## config.mk

```make
export PLATFORM = sky130hd
export DESIGN_NAME = nvm_cmd_if
export DESIGN_NICKNAME = d
export VERILOG_FILES = /design/src/rtl/nvm_cmd_pkg.sv /design/src/rtl/nvm_strobe_sync.sv /design/src/rtl/nvm_byte_array.sv /design/src/rtl/nvm_cmd_fsm.sv /design/src/rtl/nvm_read_port.sv /design/src/rtl/nvm_cmd_if.sv
export SDC_FILE = /design/constraint.sdc
export NUM_CORES = 1
export LEC_CHECK = 0
export BUFFER_PORTS_ARGS = -buffer_cell sky130_fd_sc_hd__buf_2
export CAP_MARGIN = 20
export CORE_MARGIN = 2
export CORE_UTILIZATION = 50
export DETAILED_ROUTE_END_ITERATION = 6
export GPL_ROUTABILITY_DRIVEN = 0
export PLACE_DENSITY = 0.7
export SYNTH_ARGS = -nofsm -noshare
export SYNTH_HDL_FRONTEND = slang
export SYNTH_SLANG_ARGS = --single-unit
```

## constraint.sdc

```tcl
create_clock -name clk -period 6.8 [get_ports clk]
set_input_delay 0 -clock clk [delete_from_list [all_inputs] [get_ports clk]]
set_output_delay 0 -clock clk [all_outputs]
set_load 0.02 [all_outputs]
```

## src/rtl/nvm_cmd_pkg.sv

```systemverilog
`timescale 1ns/1ps
package nvm_cmd_pkg;
  localparam int BYTE_W = 8;
  typedef logic [BYTE_W-1:0] byte_t;

  localparam byte_t CMD_READ    = 8'h00;
  localparam byte_t CMD_IDENT   = 8'h90;
  localparam byte_t CMD_ERASE   = 8'h20;
  localparam byte_t CMD_ERS_VFY = 8'hA0;
  localparam byte_t CMD_PROG    = 8'h40;
  localparam byte_t CMD_PRG_VFY = 8'hC0;
  localparam byte_t CMD_RESET   = 8'hFF;

  localparam byte_t ID_MAKER  = 8'h89;
  localparam byte_t ID_DEVICE = 8'hB4;

  typedef enum logic [3:0] {
    MD_READ, MD_IDENT,
    MD_ERS_ARM, MD_ERS_RUN, MD_ERS_PARK, MD_ERS_CHK,
    MD_PRG_ARM, MD_PRG_RUN, MD_PRG_PARK, MD_PRG_CHK,
    MD_ABORT
  } mode_e;

  typedef enum logic [1:0] { RS_ZERO, RS_ARRAY, RS_ID } rsrc_e;

  // What an enabled read returns in each mode
  function automatic rsrc_e mode_src(mode_e m);
    case (m)
      MD_READ, MD_ERS_CHK, MD_PRG_CHK: return RS_ARRAY;
      MD_IDENT:                        return RS_ID;
      default:                         return RS_ZERO;
    endcase
  endfunction
endpackage

```

## src/rtl/nvm_strobe_sync.sv

```systemverilog
`timescale 1ns/1ps
// Finds the edges of the combined select/strobe pulse: address at its start, data at its end.
module nvm_strobe_sync
  import nvm_cmd_pkg::*;
#(
  parameter int ADDR_W = 6
) (
  input  logic              clk,
  input  logic              rst,
  input  logic              ce_n,
  input  logic              we_n,
  input  logic [ADDR_W-1:0] addr,
  input  byte_t             din,
  output logic              cmd_vld,
  output logic [ADDR_W-1:0] cmd_addr,
  output byte_t             cmd_data
);
  logic wr_act, act_q;

  assign wr_act = !ce_n && !we_n;

  always_ff @(posedge clk) begin
    if (rst) begin
      act_q    <= 1'b0;
      cmd_vld  <= 1'b0;
      cmd_addr <= '0;
      cmd_data <= '0;
    end else begin
      act_q   <= wr_act;
      cmd_vld <= act_q && !wr_act;
      if (wr_act && !act_q) cmd_addr <= addr;
      if (act_q && !wr_act) cmd_data <= din;
    end
  end
endmodule

```

## src/rtl/nvm_byte_array.sv

```systemverilog
`timescale 1ns/1ps
// One write port, one registered read port, no reset: maps onto block RAM.
module nvm_byte_array
  import nvm_cmd_pkg::*;
#(
  parameter int ADDR_W = 6,
  localparam int DEPTH = 1 << ADDR_W
) (
  input  logic              clk,
  input  logic              we,
  input  logic [ADDR_W-1:0] waddr,
  input  byte_t             wdata,
  input  logic [ADDR_W-1:0] raddr,
  output byte_t             rdata
);
  byte_t mem [DEPTH];

  always_ff @(posedge clk) begin
    if (we) mem[waddr] <= wdata;
    rdata <= mem[raddr];
  end
endmodule

```

## src/rtl/nvm_cmd_fsm.sv

```systemverilog
`timescale 1ns/1ps
// Command decoder, stop timer, erase sweep and program read-modify-write.
module nvm_cmd_fsm
  import nvm_cmd_pkg::*;
#(
  parameter int ADDR_W       = 6,
  parameter int PROG_CYCLES  = 24,
  parameter int ERASE_CYCLES = 96,
  localparam int MAX_CYC = (PROG_CYCLES > ERASE_CYCLES) ? PROG_CYCLES : ERASE_CYCLES,
  localparam int TW      = $clog2(MAX_CYC + 1)
) (
  input  logic              clk,
  input  logic              rst,
  input  logic              prog_en,
  input  logic              cmd_vld,
  input  logic [ADDR_W-1:0] cmd_addr,
  input  byte_t             cmd_data,
  input  logic [ADDR_W-1:0] bus_addr,
  input  byte_t             rdata,
  output mode_e             mode,
  output logic              mem_we,
  output logic [ADDR_W-1:0] mem_waddr,
  output byte_t             mem_wdata,
  output logic [ADDR_W-1:0] mem_raddr
);
  mode_e             mode_q;
  logic [TW-1:0]     tmr_q;
  logic [ADDR_W:0]   sweep_q;
  logic [ADDR_W-1:0] pa_q, va_q;
  byte_t             pd_q;
  logic              expire, running, sweeping;

  assign expire   = (tmr_q == '0);
  assign running  = (mode_q == MD_ERS_RUN) || (mode_q == MD_PRG_RUN);
  assign sweeping = (mode_q == MD_ERS_RUN) && !sweep_q[ADDR_W];
  assign mode     = mode_q;

  always_ff @(posedge clk) begin
    if (rst) begin
      mode_q  <= MD_READ;
      tmr_q   <= '0;
      sweep_q <= '0;
      pa_q    <= '0;
      va_q    <= '0;
      pd_q    <= '0;
    end else if (!prog_en) begin
      mode_q <= MD_READ;
    end else begin
      if (running && !expire) tmr_q <= tmr_q - TW'(1);
      if (sweeping) sweep_q <= sweep_q + (ADDR_W+1)'(1);
      if (expire && mode_q == MD_ERS_RUN) mode_q <= MD_ERS_PARK;
      if (expire && mode_q == MD_PRG_RUN) mode_q <= MD_PRG_PARK;
      if (cmd_vld) begin
        case (mode_q)
          MD_READ, MD_IDENT, MD_ERS_CHK, MD_PRG_CHK: begin
            case (cmd_data)
              CMD_READ, CMD_RESET: mode_q <= MD_READ;
              CMD_IDENT:           mode_q <= MD_IDENT;
              CMD_ERASE:           mode_q <= MD_ERS_ARM;
              CMD_PROG:            mode_q <= MD_PRG_ARM;
              CMD_ERS_VFY: begin
                mode_q <= MD_ERS_CHK;
                va_q   <= cmd_addr;
              end
              CMD_PRG_VFY:         mode_q <= MD_PRG_CHK;
              default: ;
            endcase
          end
          MD_ERS_ARM: begin
            if (cmd_data == CMD_ERASE) begin
              mode_q  <= MD_ERS_RUN;
              tmr_q   <= TW'(ERASE_CYCLES - 1);
              sweep_q <= '0;
            end else if (cmd_data == CMD_RESET) begin
              mode_q <= MD_ABORT;
            end else begin
              mode_q <= MD_READ;
            end
          end
          MD_PRG_ARM: begin
            if (cmd_data == CMD_RESET) begin
              mode_q <= MD_ABORT;
            end else begin
              mode_q <= MD_PRG_RUN;
              pa_q   <= cmd_addr;
              pd_q   <= cmd_data;
              tmr_q  <= TW'(PROG_CYCLES - 1);
            end
          end
          MD_ERS_RUN, MD_ERS_PARK: begin
            if (cmd_data == CMD_ERS_VFY) begin
              mode_q <= MD_ERS_CHK;
              va_q   <= cmd_addr;
            end else if (cmd_data == CMD_RESET) begin
              mode_q <= MD_ABORT;
            end
          end
          MD_PRG_RUN, MD_PRG_PARK: begin
            if (cmd_data == CMD_PRG_VFY)    mode_q <= MD_PRG_CHK;
            else if (cmd_data == CMD_RESET) mode_q <= MD_ABORT;
          end
          default: mode_q <= MD_READ;
        endcase
      end
    end
  end

  // Erase writes FFH one byte per clock; program commits old AND new at timer expiry.
  always_comb begin
    mem_we    = prog_en && (sweeping || (mode_q == MD_PRG_RUN && expire));
    mem_waddr = sweeping ? sweep_q[ADDR_W-1:0] : pa_q;
    mem_wdata = sweeping ? '1 : (rdata & pd_q);
    case (mode_q)
      MD_PRG_RUN, MD_PRG_PARK, MD_PRG_CHK: mem_raddr = pa_q;
      MD_ERS_CHK:                          mem_raddr = va_q;
      default:                             mem_raddr = bus_addr;
    endcase
  end
endmodule

```

## src/rtl/nvm_read_port.sv

```systemverilog
`timescale 1ns/1ps
// Two-stage read path: stage 1 aligns with the array read, stage 2 drives the pins.
module nvm_read_port
  import nvm_cmd_pkg::*;
#(
  parameter int ADDR_W = 6
) (
  input  logic              clk,
  input  logic              rst,
  input  logic              ce_n,
  input  logic              oe_n,
  input  logic              we_n,
  input  logic [ADDR_W-1:0] addr,
  input  mode_e             mode,
  input  byte_t             rdata,
  output byte_t             dout,
  output logic              dout_oe
);
  logic  en1;
  rsrc_e src1;
  byte_t id1, id_sel;

  always_comb begin
    if (addr == ADDR_W'(0))      id_sel = ID_MAKER;
    else if (addr == ADDR_W'(1)) id_sel = ID_DEVICE;
    else                         id_sel = '0;
  end

  always_ff @(posedge clk) begin
    if (rst) begin
      en1     <= 1'b0;
      src1    <= RS_ZERO;
      id1     <= '0;
      dout    <= '0;
      dout_oe <= 1'b0;
    end else begin
      en1     <= !ce_n && !oe_n && we_n;
      src1    <= mode_src(mode);
      id1     <= id_sel;
      dout_oe <= en1;
      if (!en1)                  dout <= '0;
      else if (src1 == RS_ARRAY) dout <= rdata;
      else if (src1 == RS_ID)    dout <= id1;
      else                       dout <= '0;
    end
  end
endmodule

```

## src/rtl/nvm_cmd_if.sv

```systemverilog
`timescale 1ns/1ps
module nvm_cmd_if
  import nvm_cmd_pkg::*;
#(
  parameter int ADDR_W       = 6,
  parameter int PROG_CYCLES  = 24,
  parameter int ERASE_CYCLES = 96
) (
  input  logic              clk,
  input  logic              rst,
  input  logic              prog_en,
  input  logic              ce_n,
  input  logic              oe_n,
  input  logic              we_n,
  input  logic [ADDR_W-1:0] addr,
  input  logic [7:0]        din,
  output logic [7:0]        dout,
  output logic              dout_oe
);
  logic              cmd_vld_w;
  logic [ADDR_W-1:0] cmd_addr_w;
  byte_t             cmd_data_w;
  mode_e             mode_w;
  logic              mem_we_w;
  logic [ADDR_W-1:0] mem_waddr_w, mem_raddr_w;
  byte_t             mem_wdata_w, mem_rdata_w;

  nvm_strobe_sync #(.ADDR_W(ADDR_W)) strobe_i (
    .clk(clk), .rst(rst), .ce_n(ce_n), .we_n(we_n), .addr(addr), .din(din),
    .cmd_vld(cmd_vld_w), .cmd_addr(cmd_addr_w), .cmd_data(cmd_data_w)
  );

  nvm_cmd_fsm #(
    .ADDR_W(ADDR_W), .PROG_CYCLES(PROG_CYCLES), .ERASE_CYCLES(ERASE_CYCLES)
  ) fsm_i (
    .clk(clk), .rst(rst), .prog_en(prog_en),
    .cmd_vld(cmd_vld_w), .cmd_addr(cmd_addr_w), .cmd_data(cmd_data_w),
    .bus_addr(addr), .rdata(mem_rdata_w), .mode(mode_w),
    .mem_we(mem_we_w), .mem_waddr(mem_waddr_w), .mem_wdata(mem_wdata_w),
    .mem_raddr(mem_raddr_w)
  );

  nvm_byte_array #(.ADDR_W(ADDR_W)) array_i (
    .clk(clk), .we(mem_we_w), .waddr(mem_waddr_w), .wdata(mem_wdata_w),
    .raddr(mem_raddr_w), .rdata(mem_rdata_w)
  );

  nvm_read_port #(.ADDR_W(ADDR_W)) rport_i (
    .clk(clk), .rst(rst), .ce_n(ce_n), .oe_n(oe_n), .we_n(we_n), .addr(addr),
    .mode(mode_w), .rdata(mem_rdata_w), .dout(dout), .dout_oe(dout_oe)
  );
endmodule

```

==> out/summary.txt, run 1 <==
outcome - complete, but fails checks
failing checks - DRC, hold timing
Final ANT Viol Nets - 0
Cell variety after synth - 67
WHS - -0.00476 ns
routed wl met3 - 6520 um
final max-slew violation count - 0
initial antenna violation count - 1
Req. time, crit path - 7.06 ns
initial core utilization - 0.504
layout cell share with drive strength beyond 1 - 0.0932
CP max stage delay - 1.07 ns
Clk pin slew, worst setup/hold paths - 0.06 ns
Mean Syn Cell Area - 13.3 um2
Yosys reg bits - 589
Routed met2 length - 30300 um
Final Hold Fails - 1
Max Cap Viol - 0
nets@finish - 1861
setup_tns - 0 ns
Async SR Flop Fraction - 0
Synth Warn # - 0
final setup vio count - 0
global-route wire length before repair - 96600 um
H-tree Lvls - 2
# clock sinks - 589
Crit Path Class - flop to flop
Vias - 16500
First-pass DRT Iterations - 7
Die Span Y - 226 um
row cnt - 81
# IOs - 29
Fill cells - 3851
crit share post-route - 0.659
Tightest Pin Transition - 1.09 ns
Worst EP arrival - 4.74 ns
DP Area - 25200 um2
critical path startpoint category - flop
Syn Inst Count - 1845
predominant post-synthesis flop cell - edfxtp_1
Worst slew margin - 0.271
sequential area share after synthesis - 0.690
full die area - 50900 um2
Buffers on Ports - 28
skew final - 0.0268 ns
Post-Syn Area - 24500 um2
worst-path cell chain - nand2b_1 -> nor3_2 -> buf_4 -> mux2i_1 -> nand4_1 -> nor2_1
Inserted Clock Buffers - 58
Pwr per Cell Area - 266 nW/um2
WL final - 64300 um
hold crit path type - input port to flop
Worst-Skew Late Latency - 0.64 ns
Starting DRT DRC Count - 2353
Leakage Power - 9.75 nW
number of synthesized flops with an enable pin - 512
Post-route DRC - 13
crit end category - flop
Via density - 6.59
post-CTS resize count - 0
Root Buffer Master - clkbuf_16
vias in the first global route - 15300
syn nets - 1867
P&R area growth vs syn - 10.8%
RSZ-0062 raised after global routing - no
GRT Util Overall - 0.252
core area - 48600 um2
clock buffer depth - 3
DPL Wire Length - 38100 um
wl on met1 - 25400 um
Antenna Cells - 0
largest net degree at the start of global routing - 99
Period minus WS final - 4.48 ns
chip width - 226 um
CP Max Fanout - 23
Max VDD drop - 0.000187 V
FMAX - 223 MHz
DR top layer - met5
WL/cell - 25.6 um
design area - 27200 um2
slowest stage cell, crit path - nor2_1
CTS tree - yes
Overflow after GRT - 0
-- stage by stage --
stage	total power, mW	utilization	cells	worst slack [ns]
global placement	4.24	0.518	2378	2.67
CTS	7.24	0.559	2510	2.54
finish	7.23	0.559	2510	2.32
floorplan	4.14	-	1845	3.86
global route	7.40	0.559	2510	2.14
detailed placement	4.24	0.518	2378	2.56
-- worst max-delay path: cells and delay by family (launching register included) --
kind / cells / cell delay, ns
flops: 1 / 0.86
mux: 1 / 0.56
buf+inv: 1 / 0.33
simple gates: 4 / 2.36
-- synthesized netlist by cell type (3+ instances only) --
| cell type | count | share of area |
|---|---|---|
| a32oi_1 | 3 | 0.0011 |
| nor4b_1 | 3 | 0.0011 |
| nand2_1 | 98 | 0.015 |
| nand3b_1 | 6 | 0.0018 |
| buf_6 | 5 | 0.0023 |
| or3_1 | 4 | 0.0010 |
| o211ai_1 | 32 | 0.0098 |
| nor4_1 | 3 | 0.00077 |
| o21a_1 | 3 | 0.00092 |
| nand4_1 | 139 | 0.035 |
| a21o_1 | 9 | 0.0028 |
| nor2_1 | 140 | 0.021 |
| and3_1 | 3 | 0.00077 |
| mux2_2 | 6 | 0.0028 |
| a221o_1 | 35 | 0.014 |
| nand3_1 | 148 | 0.030 |
| dfxtp_1 | 77 | 0.063 |
| buf_4 | 6 | 0.0018 |
| and4_1 | 9 | 0.0032 |
| edfxtp_1 | 512 | 0.63 |
| a211oi_1 | 6 | 0.0018 |
| buf_2 | 13 | 0.0027 |
| clkbuf_1 | 107 | 0.016 |
| inv_1 | 7 | 0.0011 |
| and2_1 | 6 | 0.0015 |
| a21oi_1 | 19 | 0.0039 |
| o21ai_1 | 6 | 0.0012 |
| or2_2 | 3 | 0.00077 |
| nor3_1 | 16 | 0.0033 |
| o21ai_0 | 134 | 0.027 |
| xnor2_1 | 5 | 0.0018 |
| mux2i_1 | 136 | 0.055 |
| a32o_1 | 33 | 0.013 |
| a22oi_1 | 4 | 0.0012 |
| buf_1 | 15 | 0.0023 |
| nor2b_1 | 5 | 0.0013 |
| nand2b_1 | 11 | 0.0028 |
| xor2_1 | 4 | 0.0014 |
| a31oi_1 | 36 | 0.0092 |
-- layout by cell type, fill, tap and decap left out, types with 6 or more instances in the layout --
cell / instances
inv_1: 7
nor3_1: 15
a31oi_1: 36
nand2b_1: 11
a32o_1: 32
a211oi_1: 6
dlygate4sd3_1: 23
o21ai_1: 6
nand3_1: 148
buf_2: 28
buf_4: 28
a21oi_1: 19
clkbuf_16: 59
nand4_1: 139
and4_1: 9
dfxtp_1: 77
mux2_2: 6
o21ai_0: 134
nand3b_1: 6
o211ai_1: 32
a21o_2: 8
a221o_1: 32
nand2_1: 98
edfxtp_1: 512
mux2i_1: 136
clkinv_2: 13
clkinv_1: 15
nor2_1: 137
and2_1: 6
clkbuf_1: 12
-- final timing paths --
path                                     start                 end  slack (ns)  depth (start not counted)
worst max-delay path             fsm_i.mode[1]  array_i.mem[25][2]        2.32                          6
worst min-delay path                       rst      fsm_i.tmr_q[3]      -0.005                          2
worst max register to register   fsm_i.mode[1]  array_i.mem[25][2]        2.32                          6
worst min register to register  rport_i.id1[3]     rport_i.dout[0]        0.48                          2
-- layer usage --
metal	up-vias	track usage
li1	7232	-
met1	8144	0.352
met3	139	0.0446
met2	1018	0.400
met5	-	0
met4	2	0.0867
-- kinds of logic after synthesis --
group                      synth area share
muxes                                0.0582
DFF                                   0.690
and+or+nand+nor                       0.127
xor gates and xnor gates            0.00321
AOI/OAI and AO/OA                    0.0944
adders and majority gates           0.00143
buffers and inverters                0.0265
-- area by class of cell --
cell class	count	area, um2	area share
Multi-Input combinational cell	1103	7090	0.261
Clock inverter	38	255	0.00939
Clock buffer	71	1520	0.0560
Inverter	7	26.3	0.000966
Tap cell	622	778	0.0286
Timing Repair Buffer	80	601	0.0221
Sequential cell	589	16900	0.622
-- report_power, final --
part	switching, mW	leakage [nW]	internal [mW]
clock network	1.38	0.867	1.67
logic	0.192	2.38	0.0958
registers	0.0179	6.50	3.88
total	1.59	9.75	5.64
-- registers in the layout, summed over array words and instances (netlist names), 7 cells and up --
signal and flops:
array_i.rdata 8, array_i.mem 512, strobe_i.cmd_data 8, fsm_i.pd_q 8
fsm_i.tmr_q 7, fsm_i.sweep_q 7, rport_i.dout 8
-- what timing repair did --
item	CTS	global route
hold buffers	23	0
endpoints found under the hold margin	34	0
buffers inserted	0	0
Power figures use the tool's default switching activity.
==> inputs of run 2 (changes only) <==
--- a/config.mk
+++ b/config.mk
@@ -5,13 +5,14 @@
 export SDC_FILE = /design/constraint.sdc
 export NUM_CORES = 1
 export LEC_CHECK = 0
+export ABC_AREA = 1
 export BUFFER_PORTS_ARGS = -buffer_cell sky130_fd_sc_hd__buf_2
 export CAP_MARGIN = 20
 export CORE_MARGIN = 2
 export CORE_UTILIZATION = 50
 export DETAILED_ROUTE_END_ITERATION = 6
 export GPL_ROUTABILITY_DRIVEN = 0
-export PLACE_DENSITY = 0.7
+export PLACE_DENSITY = 0.69
 export SYNTH_ARGS = -nofsm -noshare
 export SYNTH_HDL_FRONTEND = slang
 export SYNTH_SLANG_ARGS = --single-unit
==> constraint.sdc (replaced) <==
create_clock -name clk -period 4.6 [get_ports clk]
set_input_delay 0 -clock clk [delete_from_list [all_inputs] [get_ports clk]]
set_output_delay 0 -clock clk [all_outputs]
set_load 0.02 [all_outputs]
==> out/summary.txt, run 2 <==
First-pass DRT Iterations - 6 (-1)
nets@finish - 2583 (+39%)
fin cells - 3298 (+31%)
area share of the leading cell type in the synthesized netlist - 0.584 (-0.0423)
Clk pin slew, worst setup/hold paths - 0.07 ns (about the same)
hold crit path type - input port to flop
Post-route DRC - 0 (-13)
crit share post-route - 0.819 (+0.160)
DPL Wire Length - 40100 um (+5.4%)
Inserted Clock Buffers - 58 (unchanged)
initial antenna violation count - 0 (-1)
outcome - finished clean
row cnt - 84 (+3.7%)
Max Cap Viol - 0 (unchanged)
Crit Path Class - flop to flop
commonest non-fill, non-tap cells in the layout - nand3_1, edfxtp_1, nand2_1, inv_1, nand3b_1
Vias - 18700 (+13%)
Period minus WS final - 3.77 ns (-0.717 ns)
Design Power - 11.1 mW (+53%)
# clock sinks - 589 (unchanged)
Root Buffer Master - clkbuf_16
layout cell share with drive strength beyond 1 - 0.0686 (-0.0246)
Antenna Cells - 0 (unchanged)
Buffers on Ports - 28 (unchanged)
Multi-input gate area - 7350 um2 (+3.6%)
final max-slew violation count - 0 (unchanged)
Inst Count DP - 3162 (+33%)
most common library cells after synthesis - nand3_1, edfxtp_1, nand2_1
Post-Syn Area - 26300 um2 (+7.2%)
Final Hold Fails - 0 (-1)
Worst slew margin - 0.238 (-0.0334)
commonest non-fill, non-tap cell in the layout - nand3_1
full die area - 54500 um2 (+7.1%)
Yosys reg bits - 589 (unchanged)
FMAX - 265 MHz (+19%)
register area - 16900 um2 (unchanged)
WL/cell - 20.5 um (-20%)
Die Span Y - 233 um (+3.5%)
largest net degree at the start of global routing - 257 (+160%)
number of synthesized flops with an enable pin - 512 (unchanged)
max reg flops - 512 (unchanged)
Synth Warn # - 0 (unchanged)
clock buffer depth - 3 (unchanged)
Via density - 5.66 (-14%)
skew final - 0.0151 ns (-0.0117 ns)
Leakage Power - 11.5 nW (+18%)
global-route wire length before repair - 105000 um (+8.1%)
most common cell in the netlist - nand3_1
setup_tns - 0 ns (unchanged)
Mean Syn Cell Area - 10.2 um2 (-23%)
WL final - 67500 um (+5.0%)
predominant post-synthesis flop cell - edfxtp_1
Final ANT Viol Nets - 0 (unchanged)
Cell variety after synth - 42 (-37%)
Async SR Flop Fraction - 0 (unchanged)
core area - 52300 um2 (+7.6%)
P&R area growth vs syn - 10.9% (about the same)
Worst-Skew Late Latency - 0.63 ns (about the same)
CP Max Fanout - 143 (+520%)
CTS tree - yes
sequential area share after synthesis - 0.643 (-0.0466)
RSZ-0062 raised after global routing - no
# Post-CTS Setup Buffers - 0 (unchanged)
vias in the first global route - 18300 (+20%)
Fill cells - 4398 (+14%)
Pwr per Cell Area - 380 nW/um2 (+43%)
Tightest Pin Transition - 1.14 ns (+0.0501 ns)
top cell type by total area after synthesis - edfxtp_1
Worst EP arrival - 4.28 ns (-0.46 ns)
H-tree Lvls - 2 (unchanged)
Syn Inst Count - 2571 (+39%)
Largest Register - array_i.mem
Req. time, crit path - 5.11 ns (-1.95 ns)
final setup vio count - 0 (unchanged)
critical path startpoint category - flop
Overflow after GRT - 0 (unchanged)
main area contributors after synthesis - edfxtp_1, nand3_1, dfxtp_1, nand2_1, inv_1
syn nets - 2593 (+39%)
GRT Util Overall - 0.251 (-0.000503)
Starting DRT DRC Count - 2256 (-4.1%)
chip width - 233 um (+3.5%)
initial core utilization - 0.503 (-0.00164)
Max VDD drop - 0.000277 V (+48%)
crit end category - flop
# IOs - 29 (unchanged)
run 2: timing repair:
item                                    4_1_cts  5_1_grt
hold buffers                                 25        0
endpoints found under the hold margin        33        0
endpoints found under the setup margin        0        0
resized for setup                             0        0
run 2: cell families (layout without fill, tap and decap cells):
group | count (synthesis) | after routing | share of synthesized area
buffers and inverters | 536 | 575 | 0.0836
adders and majority gates | 2 | 2 | 0.000951
and+or+nand+nor | 1305 | 1305 | 0.243
AOI/OAI and AO/OA | 136 | 136 | 0.0284
DFF | 589 | 589 | 0.643
xor gates and xnor gates | 3 | 3 | 0.000999
run 2: through the flow:
step                      area, um2   util  hold WS [ns]  setup WS (ns)
after floorplan               26300      -        0.0762           1.03
after global placement        26900  0.515         0.170           1.07
after detailed placement      27000  0.515         0.177          0.973
after CTS                     29200  0.557        0.0753          0.969
after global routing          29200  0.558         0.138          0.640
final                         29200  0.558         0.151          0.833
run 2: power breakdown:
part | total (mW) | switching [mW] | leakage (nW) | internal, mW
logic | 0.541 | 0.377 | 5.18 | 0.165
clock network | 4.79 | 2.02 | 0.952 | 2.77
registers | 5.75 | 0.0160 | 5.39 | 5.74
total | 11.1 | 2.41 | 11.5 | 8.67
run 2: cell type report:
cell class | instances | area share
Clock buffer | 82 | 0.0574
Clock inverter | 27 | 0.00926
Inverter | 389 | 0.0500
Multi-Input combinational cell | 1446 | 0.252
Sequential cell | 589 | 0.580
Tap cell | 688 | 0.0295
Timing Repair Buffer | 77 | 0.0224
run 2: path summary, 6_finish.rpt:
kind                                         end      startpoint  slack (ns)  cells past startpoint
worst min register to register   rport_i.dout[7]  rport_i.id1[7]        0.46                      2
worst max register to register  array_i.rdata[5]   fsm_i.mode[3]        0.83                     14
worst max-delay path            array_i.rdata[5]   fsm_i.mode[3]        0.83                     14
worst min-delay path                 rport_i.en1            ce_n        0.15                      3
run 2: worst max-delay path, cell delays in order (launching register included):
cell and delay (ns):
dfxtp_1 0.54, nor2_4 0.09, nand2_2 0.11, nand3_2 0.19, inv_2 0.23, nand2_8 0.32
nand2_8 0.77, buf_12 0.34, nand2_1 0.12, nand3_1 0.12, nand3_1 0.08, nand3_1 0.16
nand3_1 0.20, nand3_1 0.14, nand2_1 0.06
run 2: layer usage:
metal | global-route usage | share of wire
met1 | 0.332 | 0.40
met2 | 0.412 | 0.47
met3 | 0.0516 | 0.088
met4 | 0.0906 | 0.036
met5 | 0 | 0
